[config.mk]
export PLATFORM = sky130hd
export DESIGN_NAME = clk_out_bank
export DESIGN_NICKNAME = d
export VERILOG_FILES = /design/src/rtl/clk_bank_pkg.sv /design/src/rtl/clk_bank_ctl.sv /design/src/rtl/clk_bank_dp.sv /design/src/rtl/clk_out_bank.sv
export SDC_FILE = /design/constraint.sdc
export NUM_CORES = 1
export LEC_CHECK = 0
export BUFFER_PORTS_ARGS = -buffer_cell sky130_fd_sc_hd__buf_4
export CAP_MARGIN = 25
export CORE_AREA = 2 2 39 41
export DETAILED_ROUTE_END_ITERATION = 10
export DIE_AREA = 0 0 41 43
export HOLD_SLACK_MARGIN = 0.15
export PLACE_DENSITY_LB_ADDON = 0.25
export SLEW_MARGIN = 0
export SYNTH_ARGS = -nofsm -noshare
export SYNTH_HDL_FRONTEND = slang
export SYNTH_SLANG_ARGS = --single-unit
[constraint.sdc]
create_clock -name srcClk -period 1.3 [get_ports srcClk]
set_clock_uncertainty 0.2 [all_clocks]
set_input_delay 0.13 -clock srcClk [delete_from_list [all_inputs] [get_ports srcClk]]
set_output_delay 0.13 -clock srcClk [all_outputs]
set_load 0.03 [all_outputs]
[src/rtl/clk_bank_pkg.sv]
package clk_bank_pkg;

  typedef enum logic [1:0] {
    MODE_ON    = 2'b00,
    MODE_OFF   = 2'b01,
    MODE_SEC_A = 2'b10,
    MODE_SEC_B = 2'b11
  } enMode_e;

  // Strobes from control to datapath
  typedef struct packed {
    logic gateRunSync;  // gate pin after the synchronizer
    logic driversOff;   // global tri-state active
  } ctlStrobes_t;

endpackage

[src/rtl/clk_bank_ctl.sv]
module clk_bank_ctl
  import clk_bank_pkg::*;
#(
  parameter int NUM_CH      = 4,
  parameter int SYNC_STAGES = 2
) (
  input  logic                  srcClk,
  input  logic                  rstN,
  input  logic                  globalTristate,
  input  logic                  secEnA,
  input  logic                  secEnB,
  input  logic                  gateRun,
  input  logic [2*NUM_CH-1:0]   cfgMode,
  output logic [NUM_CH-1:0]     outEnable,
  output logic                  fbDriveEn,
  output ctlStrobes_t           strobes
);

  localparam int LAST = SYNC_STAGES - 1;

  logic [SYNC_STAGES-1:0] syncQ;

  // Gate synchronizer; reset value means "run"
  always_ff @(posedge srcClk or negedge rstN) begin
    if (!rstN) syncQ <= '1;
    else       syncQ <= {syncQ[LAST-1:0], gateRun};
  end

  assign strobes.gateRunSync = syncQ[LAST];
  assign strobes.driversOff  = globalTristate;
  assign fbDriveEn           = ~globalTristate;

  // Enable decode: combinational only, independent of the clock
  for (genvar ch = 0; ch < NUM_CH; ch++) begin : g_en
    enMode_e modeSel;
    logic    modeEn;
    assign modeSel = enMode_e'(cfgMode[2*ch +: 2]);
    always_comb begin
      unique case (modeSel)
        MODE_ON:    modeEn = 1'b1;
        MODE_OFF:   modeEn = 1'b0;
        MODE_SEC_A: modeEn = secEnA;
        MODE_SEC_B: modeEn = secEnB;
        default:    modeEn = 1'b0;
      endcase
    end
    assign outEnable[ch] = modeEn & ~globalTristate;
  end

endmodule

[src/rtl/clk_bank_dp.sv]
module clk_bank_dp
  import clk_bank_pkg::*;
#(
  parameter int NUM_CH = 4
) (
  input  logic              srcClk,
  input  logic              rstN,
  input  ctlStrobes_t       strobes,
  input  logic [NUM_CH-1:0] cfgInvert,
  input  logic [NUM_CH-1:0] cfgGateSel,
  output logic [NUM_CH-1:0] clkLevel
);

  for (genvar ch = 0; ch < NUM_CH; ch++) begin : g_ch
    logic parkQ;

    // Park state moves only on the falling edge, while the true clock is low,
    // so entry and exit never cut a pulse short.
    always_ff @(negedge srcClk or negedge rstN) begin
      if (!rstN) parkQ <= 1'b0;
      else       parkQ <= cfgGateSel[ch] & ~strobes.gateRunSync;
    end

    assign clkLevel[ch] = parkQ ? cfgInvert[ch] : (srcClk ^ cfgInvert[ch]);
  end

endmodule

[src/rtl/clk_out_bank.sv]
module clk_out_bank
  import clk_bank_pkg::*;
#(
  parameter int NUM_CH      = 4,
  parameter int SYNC_STAGES = 2
) (
  input  logic                srcClk,
  input  logic                rstN,
  input  logic                globalTristate,
  input  logic                secEnA,
  input  logic                secEnB,
  input  logic                gateRun,
  input  logic [2*NUM_CH-1:0] cfgMode,
  input  logic [NUM_CH-1:0]   cfgInvert,
  input  logic [NUM_CH-1:0]   cfgGateSel,
  output logic [NUM_CH-1:0]   clkLevel,
  output logic [NUM_CH-1:0]   outEnable,
  output logic                fbDriveEn
);

  ctlStrobes_t strobes;

  clk_bank_ctl #(.NUM_CH(NUM_CH), .SYNC_STAGES(SYNC_STAGES)) u_ctl (
    .srcClk(srcClk), .rstN(rstN), .globalTristate(globalTristate),
    .secEnA(secEnA), .secEnB(secEnB), .gateRun(gateRun),
    .cfgMode(cfgMode), .outEnable(outEnable), .fbDriveEn(fbDriveEn),
    .strobes(strobes)
  );

  clk_bank_dp #(.NUM_CH(NUM_CH)) u_dp (
    .srcClk(srcClk), .rstN(rstN), .strobes(strobes),
    .cfgInvert(cfgInvert), .cfgGateSel(cfgGateSel), .clkLevel(clkLevel)
  );

endmodule

==> results of run 1 <==
## cell usage in the layout, fill, tap and decap left out, drive strengths merged
cell type | synthesis | final
dfstp | 2 | 2
dlygate4sd3 | 0 | 3
clkbuf | 0 | 8
o32ai | 2 | 2
nand2 | 2 | 2
o31ai | 2 | 2
nand2b | 5 | 5
xnor2 | 4 | 4
inv | 1 | 1
nand4b | 2 | 2
dfrtn | 4 | 4
nor2b | 8 | 8
buf | 0 | 30
## where the power goes
group / internal, W / switching (W) / leakage [nW] / total (W)
logic: 0.0000773 / 0.0000655 / 0.186 / 0.000143
registers: 0.000200 / 0.00000374 / 0.0726 / 0.000204
clock network: 0.000784 / 0.000628 / 0.121 / 0.00141
total: 0.00106 / 0.000697 / 0.380 / 0.00176
## through the flow
step                power (W)  utilization (%)
CTS                   0.00180             58.3
global route          0.00187             58.5
floorplan             0.00100                -
global placement      0.00124             51.0
detailed placement    0.00124             51.0
finish                0.00176             58.5
## layer usage
metal / GRT usage (%) / up-vias / wire (um)
li1: - / 192 / -
met1: 11.2 / 179 / 338
met2: 16.9 / 25 / 480
met3: 12.0 / 0 / 105
met4: 22.7 / 0 / 0
met5: 0 / - / 0
## critical path, delay by kind of cell (launching register included)
kind | cells | cell delay [ns]
xor+xnor | 1 | 0.11
buf+inv | 1 | 0.14
simple gates | 1 | 0.14
flops | 1 | 0.38
## how the worst max path moves through the flow
stage,start,end,slack (ns),cells past startpoint
finish,u_dp.g_ch[3].parkQ$_DFF_NN0_,clkLevel[3],-0.82,3
global route,u_dp.g_ch[3].parkQ$_DFF_NN0_,clkLevel[3],-0.88,3
CTS,u_dp.g_ch[2].parkQ$_DFF_NN0_,clkLevel[2],-0.84,3
detailed placement,u_dp.g_ch[2].parkQ$_DFF_NN0_,clkLevel[2],-0.46,3
global placement,u_dp.g_ch[2].parkQ$_DFF_NN0_,clkLevel[2],-0.45,3
floorplan,u_dp.g_ch[0].parkQ$_DFF_NN0_,clkLevel[0],-0.41,2
## logic make-up (layout without fill, tap and decap cells)
family                    Yosys count  after routing  share of synthesized area, %
and+or+nand+nor                    17             17                          32.2
AOI/OAI and AO/OA                   4              4                          9.85
DFF                                 6              6                          46.2
xor gates and xnor gates            4              4                          10.6
buffers and inverters               1             42                          1.14
## layout make-up
| cell class | count | area [um^2] |
|---|---|---|
| clock buffers | 12 | 101 |
| flip-flops and latches | 6 | 153 |
| repair buffers | 29 | 225 |
| well taps | 16 | 20.0 |
| multi-input cells | 25 | 307 |
| inverters | 1 | 3.75 |
| fillers | 122 | 574 |
## cells in the mapped netlist (all sizes together)
cell | instances | share of area, %
xnor2 | 4 | 11
nand2b | 5 | 9.5
o31ai | 2 | 4.5
dfstp | 2 | 16
dfrtn | 4 | 30
o32ai | 2 | 5.3
nand4b | 2 | 5.3
inv | 1 | 1.1
nor2b | 8 | 15
nand2 | 2 | 2.3
## state kept, by name (all words and copies together), names as in the netlist
name,count
u_dp.g_ch.parkQ,4
u_ctl.syncQ,2
## timing repair
item                       in CTS  in global routing
setup endpoints to repair      12                 12
pin swaps                       4                  0
hold buffers                    3                  0
gates resized for setup         4                  1
hold endpoints to repair        7                  0
==> summary.md, run 1 <==
| Metric | Value |
|---|---|
| Outcome | `finished with violations` |
| CP endpoint kind | `output pin` |
| Path type of the worst setup path | `reg2out` |
| Destination of the worst hold path | `u_ctl.syncQ[1]$_DFF_PN1_` |
| Slowest Stage Delay on Critical Path | `0.38 ns` |
| # port buffers | `30` |
| Synthesized net count | `54` |
| Number of standard cells after synthesis | `32` |
| Least-Margin Pin Slew | `between 0.15 and 0.2 ns` |
| Sum of overflow across all layers after global routing | `0` |
| Path depth of the worst reg2reg path | `1` |
| Hold Path Depth | `0` |
| Total setup buffers inserted after CTS | `0` |
| Failing checks | `negative setup slack` |
| Worst rel slew slack | `86.8%` |
| Clock tree from TritonCTS | `built` |
| Kind of start point of the critical path | `flop` |
| Cell area after layout | `810 um^2` |
| Setup ws final | `-0.821 ns` |
| Largest net degree at the start of global routing | `9` |
| Type of the tightest min-delay check | `reg2reg` |
| Number of standard cells in the layout, taps in and fillers out | `89` |
| Unrepaired setup endpoints after global routing | `yes` |
| P per Cell Area | `around 2200 mW/mm^2` |
| I/O pin count | `31` |
| First-pass GRT wire length | `about 1.5 mm` |
| Avg Synthesized Cell Area | `between 10 and 15 um^2` |
| Instance area after placement | `between 700 and 800 um^2` |
| Syn. warnings | `0` |
| Final RePlAce weighted congestion | `about 0.66` |
| Data arrival time at the worst-slack endpoint | `~1.8 ns` |
| First-iteration detailed-routing DRC count | `5` |
| Routed Antenna Nets | `0` |
| Avg Vias per Cell | `4.45` |
| Setup violators final | `12` |
| Clk_lat worst skew | `between 0.3 and 0.4 ns` |
| Reg-to-Reg End | `u_dp.g_ch[0].parkQ$_DFF_NN0_` |
| Number of detailed-route iterations in the first pass | `2` |
| Pins Over Slew Limit | `0` |
| Mean routed wirelength per cell | `around 10 um` |
| Sequential cell area fraction in the yosys report | `between 40% and 50%` |
| HP Start | `u_ctl.syncQ[0]$_DFF_PN1_` |
| Final number of hold-violating endpoints | `0` |
| Total Neg Setup Slack | `-4.42 ns` |
| MaxCap Viol Count | `0` |
| Clock-pin transition on the worst setup and hold timing paths | `roughly 0.050 ns` |
| Placement Rows | `14` |
| Number of antenna violations at the first check in global routing | `0` |
| CP Max Fanout | `1` |
| Vias | `between 300 and 400` |
| Die height | `between 40 and 50 um` |
| Minimum setup slack after placement | `-0.456 ns` |
| Number of global-route vias before repair | `469` |
| Worst endpoint required time | `between 0.9 and 1 ns` |
| Ordered list of cells on the worst path | `nand2b_4, xnor2_4, buf_6` |
| Full die area | `0.00176 mm^2` |
| Register-to-register path setup slack | `-0.29 ns` |
| Post-synthesis instance area | `330 um^2` |
| Core area | `0.00138 mm^2` |
| Die Wd | `~40 um` |
| Share of layout cells above drive strength 1 | `71.2%` |
| Leak Pwr | `about 0.38 nW` |
| Final hold slack | `approximately 0.16 ns` |
| Drc violations | `0` |
| Cell Count Post-Placement | `78` |
| P&R area growth vs syn | `145%` |
| R2r startpoint | `u_ctl.syncQ[1]$_DFF_PN1_` |
| Worst VDD drop | `about 1.1 mV` |
| Initial core utilization | `between 20% and 30%` |
| Flop and latch count out of synthesis | `6` |
| Number of inserted diodes | `0` |
| Final nets | `between 90 and 100` |
| Slowest cell on the critical path | `sky130_fd_sc_hd__dfrtn_1` |
| GR Util All Layers | `14.7%` |
| Final WL | `roughly 900 um` |
| Netlist cell types | `10` |
Power figures use the tool's default switching activity.
==> run 2: changes to the inputs <==
CELL_PAD_IN_SITES_DETAIL_PLACEMENT = 1   (was unset)
CELL_PAD_IN_SITES_GLOBAL_PLACEMENT = 1   (was unset)
CORE_AREA = 2 2 42 44   (was 2 2 39 41)
DIE_AREA = 0 0 44 46   (was 0 0 41 43)
TNS_END_PERCENT = 20   (was unset)
==> run 2 against run 1 <==
  * The run still ends with negative setup slack left
  * Critical path depth stayed put
  * Hold slack got worse by 0.00056 ns
  * Combinational power down 9.8%
  * First-iteration DRC count is 80% lower
  * Global-route usage shrank 1.7 points
  * Die area grew 15%
  * Via count increased by 2.0%
  * Sequential power about the same
  * Final cell count grew 1.1%
  * Sequential cell count stayed put
  * Critical endpoint is now clkLevel[1]
  * Largest cell class unchanged
  * Largest power group unchanged
==> summary.md, run 2 (same netlist as run 1, synthesis figures left out) <==
| Metric | Value |
|---|---|
| Outcome | `finished with violations` |
| Failing checks | `negative setup slack` |
| Ordered list of cells on the worst path | `nand2b_4, xnor2_2, buf_6` |
| Final nets | `96 (unchanged)` |
| Placement Rows | `15 (+1)` |
| Cell Count Post-Placement | `79 (+1.3%)` |
| Full die area | `0.00202 mm^2 (+15%)` |
| Final hold slack | `0.156 ns (-0.000557 ns)` |
| Kind of start point of the critical path | `flop` |
| Core area | `0.00161 mm^2 (+17%)` |
| Multi-input gate area in the final layout | `234 um^2 (-24%)` |
| Registers with the most flip-flops | `u_dp.g_ch.parkQ: 4 flops, u_ctl.syncQ: 2 flops` |
| Destination of the worst hold path | `u_ctl.syncQ[1]$_DFF_PN1_` |
| Clock-pin transition on the worst setup and hold timing paths | `0.05 ns (about the same)` |
| GR met3 Demand/Resource | `5.95% (-6.1 points)` |
| Slowest Stage Delay on Critical Path | `0.38 ns (about the same)` |
| Final RePlAce weighted congestion | `0.749 (+14%)` |
| Slowest cell on the critical path | `sky130_fd_sc_hd__dfrtn_1` |
| Path type of the worst setup path | `reg2out` |
| Pins Over Slew Limit | `0 (unchanged)` |
| Unrepaired setup endpoints after global routing | `yes` |
| I/O pin count | `31 (unchanged)` |
| Die height | `46 um (+7.0%)` |
| Number of antenna violations at the first check in global routing | `0 (unchanged)` |
| GR met2 Demand/Resource | `19.4% (+2.5 points)` |
| Avg Vias per Cell | `4.49 (+0.89%)` |
| Final WL | `1.06 mm (+14%)` |
| Minimum setup slack after placement | `-0.426 ns (+0.0305 ns)` |
| Least-Margin Pin Slew | `0.225 ns (+0.0282 ns)` |
| Routed Antenna Nets | `0 (unchanged)` |
| Count of buffering cells on the critical path with inverters included | `1 (unchanged)` |
| First-pass GRT wire length | `1.70 mm (+14%)` |
| Total setup buffers inserted after CTS | `0 (unchanged)` |
| Most common cell after layout, fill and taps aside | `sky130_fd_sc_hd__buf_4` |
| Type of the tightest min-delay check | `reg2reg` |
| Sum of overflow across all layers after global routing | `0 (unchanged)` |
| Share of layout cells above drive strength 1 | `64.4% (-6.8 points)` |
| HPWL after detailed placement | `803 um` |
| Initial core utilization | `20.5% (-3.4 points)` |
| Flip-flop count of the largest register after layout | `4 (unchanged)` |
| HP Start | `u_ctl.syncQ[0]$_DFF_PN1_` |
| Number of detailed-route iterations in the first pass | `3 (+1)` |
| Post-route core utilization | `45.7% (-13 points)` |
| Instance area after placement | `577 um^2 (-18%)` |
| Setup ws final | `-0.814 ns (+0.00740 ns)` |
| Worst VDD drop | `0.837 mV (-24%)` |
| # port buffers | `30 (unchanged)` |
| Die Wd | `44 um (+7.3%)` |
| Register-to-register path setup slack | `-0.28 ns (about the same)` |
| CP endpoint kind | `output pin` |
| CP Max Fanout | `1 (unchanged)` |
| Most frequent cells in the layout | `sky130_fd_sc_hd__buf_4, sky130_fd_sc_hd__nor2b_1, sky130_fd_sc_hd__clkbuf_4` |
| Number of global-route vias before repair | `479 (+2.1%)` |
| Setup violators final | `12 (unchanged)` |
| MaxCap Viol Count | `0 (unchanged)` |
| Reg-to-Reg End | `u_dp.g_ch[3].parkQ$_DFF_NN0_` |
| Worst rel slew slack | `85.0% (-1.8 points)` |
| Drc violations | `0 (unchanged)` |
| Mean routed wirelength per cell | `11.7 um (+13%)` |
| Number of inserted diodes | `0 (unchanged)` |
| R2r startpoint | `u_ctl.syncQ[1]$_DFF_PN1_` |
| Global routing usage on met1 | `9.64% (-1.5 points)` |
| Data arrival time at the worst-slack endpoint | `1.78 ns (about the same)` |
| Kind of cell adding the most delay to the critical path | `flip-flops` |
| GR Util All Layers | `12.9% (-1.7 points)` |
| Vias | `404 (+2.0%)` |
| Leak Pwr | `0.365 nW (-3.9%)` |
| First-iteration detailed-routing DRC count | `1 (-4)` |
| Seq. cell area | `153 um^2 (unchanged)` |
| Path depth of the worst reg2reg path | `1 (unchanged)` |
| Hold Path Depth | `0 (unchanged)` |
| Clk_lat worst skew | `0.34 ns (-0.02 ns)` |
| Number of standard cells in the layout, taps in and fillers out | `90 (+1.1%)` |
| P per Cell Area | `2140 mW/mm^2 (-1.4%)` |
| P&R area growth vs syn | `123%` |
| Cell area after layout | `738 um^2 (-8.8%)` |
| Final number of hold-violating endpoints | `0 (unchanged)` |
| Worst endpoint required time | `0.97 ns (about the same)` |
| Most flops, register | `u_dp.g_ch.parkQ` |
| Fill cell total of the finished layout | `185 (+52%)` |
| Largest net degree at the start of global routing | `9 (unchanged)` |
| Most congested layer reported by global routing | `met4` |
| Clock tree from TritonCTS | `built` |
[run 2: cell counts in the layout (fill, tap and decap cells not counted)]
Identical to the previous run, type by type.
[run 2: final cells by class]
class / count / share of cell area (%)
tap: 17 / 2.88
multi-input combinational: 25 / 31.7
timing repair buffer: 29 / 30.5
inverter: 1 / 0.508
clock buffer: 12 / 13.7
sequential: 6 / 20.7
[run 2: stage by stage]
stage | setup TNS [ns] | power, W
5_1_grt | -4.69 | 0.00169
3_5_place_dp | -2.90 | 0.000861
3_3_place_gp | -2.85 | 0.000859
2_1_floorplan | -3.84 | 0.000624
4_1_cts | -4.47 | 0.00145
6_report | -4.34 | 0.00158
[run 2: worst max path at each step]
stage                        endpoint  slack (ns)                          from  depth (start not counted)
final                     clkLevel[1]       -0.81  u_dp.g_ch[1].parkQ$_DFF_NN0_                          3
after global routing      clkLevel[0]       -0.86  u_dp.g_ch[0].parkQ$_DFF_NN0_                          3
after CTS                 clkLevel[1]       -0.84  u_dp.g_ch[1].parkQ$_DFF_NN0_                          3
after detailed placement  clkLevel[3]       -0.43  u_dp.g_ch[3].parkQ$_DFF_NN0_                          3
after global placement    clkLevel[3]       -0.42  u_dp.g_ch[3].parkQ$_DFF_NN0_                          3
after floorplan           clkLevel[0]       -0.65  u_dp.g_ch[0].parkQ$_DFF_NN0_                          2
[run 2: routing by layer]
layer / up-vias / part of all wire, %
met5: - / 0
met1: 195 / 32
met3: 2 / 6.5
met4: 0 / 1.9
li1: 193 / -
met2: 14 / 60
[run 2: what timing repair did]
item | CTS | global route
endpoints found under the hold margin | 7 | 0
hold buffers | 3 | 0
pin swaps | 1 | 2
gates resized for setup | 6 | 6
setup endpoints to repair | 12 | 12
[run 2: where the power goes]
part	internal (W)	switching, W
clock network	0.000670	0.000577
logic	0.0000720	0.0000568
registers	0.000201	0.00000369
total	0.000943	0.000638
